==> config.mk <==
export PLATFORM = sky130hd
export DESIGN_NAME = iq_dac_frontend
export DESIGN_NICKNAME = d
export VERILOG_FILES = /design/src/rtl/iqdac_pkg.sv /design/src/rtl/iqdac_edge.sv /design/src/rtl/iqdac_div.sv /design/src/rtl/iqdac_chan.sv /design/src/rtl/iq_dac_frontend.sv
export SDC_FILE = /design/constraint.sdc
export NUM_CORES = 1
export LEC_CHECK = 0
export ABC_CLOCK_PERIOD_IN_PS = 1500
export BUFFER_PORTS_ARGS = -buffer_cell sky130_fd_sc_hd__buf_2
export CAP_MARGIN = 5
export CORE_AREA = 2 2 102 104
export CTS_CLUSTER_SIZE = 20
export DETAILED_ROUTE_END_ITERATION = 6
export DIE_AREA = 0 0 104 106
export PLACE_DENSITY = 0.56
export SLEW_MARGIN = 20
export SYNTH_ARGS = -nofsm -noshare
export SYNTH_HDL_FRONTEND = slang
export SYNTH_HIERARCHICAL = 1
export SYNTH_SLANG_ARGS = --single-unit
==> constraint.sdc <==
create_clock -name clk -period 1.5 [get_ports clk]
set_input_delay 0 -clock clk [delete_from_list [all_inputs] [get_ports clk]]
set_output_delay 0 -clock clk [all_outputs]
set_load 0.02 [all_outputs]
==> src/rtl/iqdac_pkg.sv <==
package iqdac_pkg;
    parameter int unsigned WORD_W = 14;
    localparam int unsigned NUM_CH = 2;
    localparam int unsigned NUM_STROBE = 2 * NUM_CH;

    typedef enum logic [1:0] {
        DV_SYNC = 2'd0,
        DV_LOAD = 2'd1,
        DV_SKIP = 2'd2
    } div_state_e;
endpackage

==> src/rtl/iqdac_edge.sv <==
module iqdac_edge #(
    parameter int unsigned N = 4
) (
    input  logic         clk,
    input  logic         rst_n,
    input  logic [N-1:0] lvl,
    output logic [N-1:0] rise
);
    logic [N-1:0] prev_q;

    for (genvar i = 0; i < N; i++) begin : g_det
        always_ff @(posedge clk) begin
            if (!rst_n) prev_q[i] <= 1'b0;
            else        prev_q[i] <= lvl[i];
        end
        assign rise[i] = lvl[i] & ~prev_q[i];
    end
endmodule

==> src/rtl/iqdac_div.sv <==
module iqdac_div
    import iqdac_pkg::*;
(
    input  logic       clk,
    input  logic       rst_n,
    input  logic       enable,
    input  logic       hold,
    input  logic       tick,
    output logic       load,
    output div_state_e state
);
    div_state_e state_q, state_d;

    always_ff @(posedge clk) begin
        if (!rst_n) state_q <= DV_SYNC;
        else        state_q <= state_d;
    end

    always_comb begin
        state_d = state_q;
        if (!enable || hold) begin
            state_d = DV_SYNC;
        end else begin
            unique case (state_q)
                DV_SYNC: state_d = tick ? DV_SKIP : DV_LOAD;
                DV_LOAD: if (tick) state_d = DV_SKIP;
                DV_SKIP: if (tick) state_d = DV_LOAD;
                default: state_d = DV_SYNC;
            endcase
        end
    end

    always_comb begin
        load = 1'b0;
        if (enable && !hold && tick) begin
            unique case (state_q)
                DV_SYNC, DV_LOAD: load = 1'b1;
                DV_SKIP:          load = 1'b0;
                default:          load = 1'b0;
            endcase
        end
    end

    assign state = state_q;
endmodule

==> src/rtl/iqdac_chan.sv <==
module iqdac_chan #(
    parameter int unsigned W = 14
) (
    input  logic         clk,
    input  logic         rst_n,
    input  logic [W-1:0] din,
    input  logic         cap,
    input  logic         upd,
    input  logic         blank,
    output logic [W-1:0] held,
    output logic [W-1:0] stage,
    output logic [W-1:0] dout
);
    logic [W-1:0] cap_q, out_q;

    always_ff @(posedge clk) begin
        if (!rst_n) begin
            cap_q <= '0;
            out_q <= '0;
        end else begin
            if (cap) cap_q <= din;
            if (upd) out_q <= cap_q;
        end
    end

    assign held  = cap_q;
    assign stage = out_q;
    assign dout  = blank ? '0 : out_q;
endmodule

==> src/rtl/iq_dac_frontend.sv <==
module iq_dac_frontend
    import iqdac_pkg::*;
#(
    parameter int unsigned W = WORD_W
) (
    input  logic         clk,
    input  logic         rst_n,
    input  logic         mode_dual,
    input  logic         sleep_req,
    input  logic [W-1:0] a_data,
    input  logic [W-1:0] b_data,
    input  logic         a_wr,
    input  logic         a_ck,
    input  logic         b_wr,
    input  logic         b_ck,
    output logic [W-1:0] a_word,
    output logic [W-1:0] b_word
);
    localparam int unsigned SA_WR = 0;
    localparam int unsigned SA_CK = 1;
    localparam int unsigned SB_WR = 2;
    localparam int unsigned SB_CK = 3;

    logic [NUM_STROBE-1:0] lvl, rise;
    logic                  div_load;
    div_state_e            div_state;

    logic [W-1:0] ch_din   [NUM_CH];
    logic [W-1:0] ch_held  [NUM_CH];
    logic [W-1:0] ch_stage [NUM_CH];
    logic [W-1:0] ch_dout  [NUM_CH];
    logic [NUM_CH-1:0] ch_cap, ch_upd;

    assign lvl = {b_ck, b_wr, a_ck, a_wr};

    iqdac_edge #(.N(NUM_STROBE)) u_edge (
        .clk  (clk),
        .rst_n(rst_n),
        .lvl  (lvl),
        .rise (rise)
    );

    iqdac_div u_div (
        .clk   (clk),
        .rst_n (rst_n),
        .enable(!mode_dual),
        .hold  (b_ck),
        .tick  (rise[SA_CK]),
        .load  (div_load),
        .state (div_state)
    );

    always_comb begin
        if (mode_dual) begin
            ch_din[0] = a_data;
            ch_din[1] = b_data;
            ch_cap    = {rise[SB_WR], rise[SA_WR]};
            ch_upd    = {rise[SB_CK], rise[SA_CK]};
        end else begin
            ch_din[0] = a_data;
            ch_din[1] = a_data;
            ch_cap    = {rise[SA_WR] & ~b_wr, rise[SA_WR] & b_wr};
            ch_upd    = {div_load, div_load};
        end
    end

    for (genvar c = 0; c < NUM_CH; c++) begin : g_ch
        iqdac_chan #(.W(W)) u_chan (
            .clk  (clk),
            .rst_n(rst_n),
            .din  (ch_din[c]),
            .cap  (ch_cap[c]),
            .upd  (ch_upd[c]),
            .blank(sleep_req),
            .held (ch_held[c]),
            .stage(ch_stage[c]),
            .dout (ch_dout[c])
        );
    end

    assign a_word = ch_dout[0];
    assign b_word = ch_dout[1];
endmodule

==> run metrics <==
I/O Buffers=63; drt total wl=6066 µm; sequential area share after synthesis=42.93%; Synth Warn #=6; synthesized area=2892 µm²; VDD IR max=0.2761 mV; CTS tree=done; Post-Layout Inst Area=3750 µm²; Vias per Instance=3.959; hold slack=0.04542 ns; Initial Util=28.92%; core area=10000 µm²; largest net degree at the start of global routing=53; Setup-failing EPs final=0; Post-route DRC=0; overall power=3.504 mW; Area growth syn-to-layout=29.68%; Synth Net Count=293; Slew Limit Fails=0; Num CTS Buffers=9; WL/cell=12.51 µm; CP max stage delay=0.31 ns; final core utilization=37.50%; leak pwr=1.648 nW; status=finished clean; worst-margin pin slew=0.4536 ns; crit path max fanout=7; skew final=0.009483 ns; n_diodes=0; drt pass-1 iters=4; Mean Syn Cell Area=11.25 µm²; M1 GR Usage=13.66%; critical path type=reg2reg; Die H=106 µm; worst path arrival time=1.70 ns; DP Area=3322 µm²; fin crit period=1.468 ns; overall routing resource usage=11.46%; post-detail-place hpwl=4178 µm; GRT met3 Usage=3.004%; CP Capture Type=flip-flop; P per Cell Area=934.4 nW/µm²; Initial DRC Count=44; count of cell types in the netlist=22; global route hottest layer=met2; CP required=1.73 ns; Cells after Synth=257; Rows=37; Worst Setup Start Kind=flip-flop; worst min-delay path category=in2reg; RSZ-0062 raised after global routing=true; normalized max-slew margin=69.76%; grt ovf=0; CTS root buffer=clkbuf_8; fmax=0.6812 GHz; clk slew on worst S/H paths=0.07 ns; num ports=64; Period Utilization, post-route=97.87%; Final #Nets=380; M2 GR Usage=18.66%; chip width=104 µm; Top cell by count, worst path=nand2b_1; worst skew pair latency=0.34 ns; final hold vios=0; Critical-path top delay cell=dfxtp_1; TritonCTS Sinks=62; number of global-route vias before repair=1968; Cell Chain, Critical Path=nor2b_2 > nand2b_1 > nor3b_2 > nand2b_1 > nand2_2 > clkbuf_16 > mux2i_1 > nor2b_1; MaxCap Viol Count=0; Setup TNS=0 ns; initial antenna violation count=0; H-tree levels=3; first-pass GRT wire length=9915 µm; die area=11020 µm²; Seq cells post-synth=62; final-layout fill cell count=1042; routability-driven placement congestion ratio=0.6912; post-route ant nets=0; DR vias=1920; clock tree buffer depth=2; layout cell share with drive strength beyond 1=31.52%
## metrics by stage
stage / setup WS [ns] / instances
finish: 0.03193 / 485
CTS: 0.01324 / 482
detailed placement: 0.0007384 / 447
global placement: 0.04369 / 447
global route: -0.09742 / 485
floorplan: 0.03731 / 257
## sequential cells by signal, indices dropped and copies added, names as in the netlist
signal and flops:
u_div/state 2, g_ch.u_chan/stage 28, g_ch.u_chan/held 28, u_edge/prev_q 4
## metal layers
metal | routed length (µm) | vias up
li1 | - | 1017
met1 | 2665 | 855
met2 | 2972 | 32
met3 | 227 | 16
met4 | 200 | 0
met5 | 0 | -
## worst paths after layout
check,from,end,slack (ns),depth (start not counted)
setup reg to reg,u_edge/prev_q[1],g_ch[1].u_chan/stage[9],0.03,8
hold / removal,b_data[4],g_ch[1].u_chan/held[4],0.05,4
setup / recovery,u_edge/prev_q[1],g_ch[1].u_chan/stage[9],0.03,8
hold reg to reg,g_ch[1].u_chan/stage[11],g_ch[1].u_chan/stage[11],0.51,2
## cell usage in the layout, fill, tap and decap left out, drive strengths merged
cell type / n
nand3b: 2
dfxtp: 62
or3b: 1
nor2b: 69
a21oi: 2
a22o: 1
nand2: 4
nor3b: 1
clkinv: 5
clkbuf: 13
and2: 4
or2: 1
mux2: 14
nand2b: 2
buf: 71
inv: 1
and2b: 20
nor2: 1
mux2i: 56
dlygate4sd3: 19
## synth_stat cells, drive strengths merged
cell type | number | share of area (%)
nor2b | 69 | 15
dfxtp | 62 | 43
mux2i | 56 | 19
and2b | 20 | 5.2
mux2 | 14 | 7.3
buf | 12 | 5.5
and2 | 4 | 0.87
clkbuf | 4 | 0.61
nand2 | 4 | 0.52
a21oi | 2 | 0.48
nand2b | 2 | 0.43
nand3b | 2 | 0.52
a22o | 1 | 0.30
inv | 1 | 0.13
nor2 | 1 | 0.22
nor3b | 1 | 0.26
or2 | 1 | 0.22
or3b | 1 | 0.30
## critical path: cells and delay by family, from the launching register on
family | cells | cell delay (ns)
buffers and inverters | 1 | 0.18
flip-flops | 1 | 0.31
multiplexers | 1 | 0.18
AND/OR/NAND/NOR | 6 | 0.68
## kinds of logic after synthesis
logic type             after synthesis  synth area share [%]
muxes                               70                 26.66
and+or+nand+nor                    105                 23.45
AOI/OAI and AO/OA                    3                0.7788
buffers and inverters               17                 6.188
DFF                                 62                 42.93
## power by group
group | switching, mW | total (mW) | leakage [nW] | internal (mW)
Sequential | 0.0348 | 1.75 | 0.505 | 1.72
Combinational | 0.209 | 0.511 | 1.05 | 0.302
Clock | 0.612 | 1.24 | 0.0926 | 0.629
Total | 0.856 | 3.50 | 1.65 | 2.65
## repair_timing
action                                 4_1_cts  5_1_grt
setup endpoints to repair                   10       28
hold buffers                                19        0
gates cloned                                 0        2
resized for setup                            1        3
buffers inserted                             0        1
endpoints found under the hold margin       22        0
pin swaps                                    0        2
## area by class of cell
| class | instances | area (µm²) | area share (%) |
|---|---|---|---|
| clock inverter | 5 | 25.02 | 0.6673 |
| clock buffer | 11 | 141.4 | 3.770 |
| inverter | 1 | 3.754 | 0.1001 |
| timing repair buffer | 92 | 678.2 | 18.08 |
| sequential | 62 | 1241 | 33.10 |
| tap | 136 | 170.2 | 4.538 |
| multi-input combinational | 178 | 1490 | 39.74 |
Note: power is estimated with default switching activity, not from simulation.
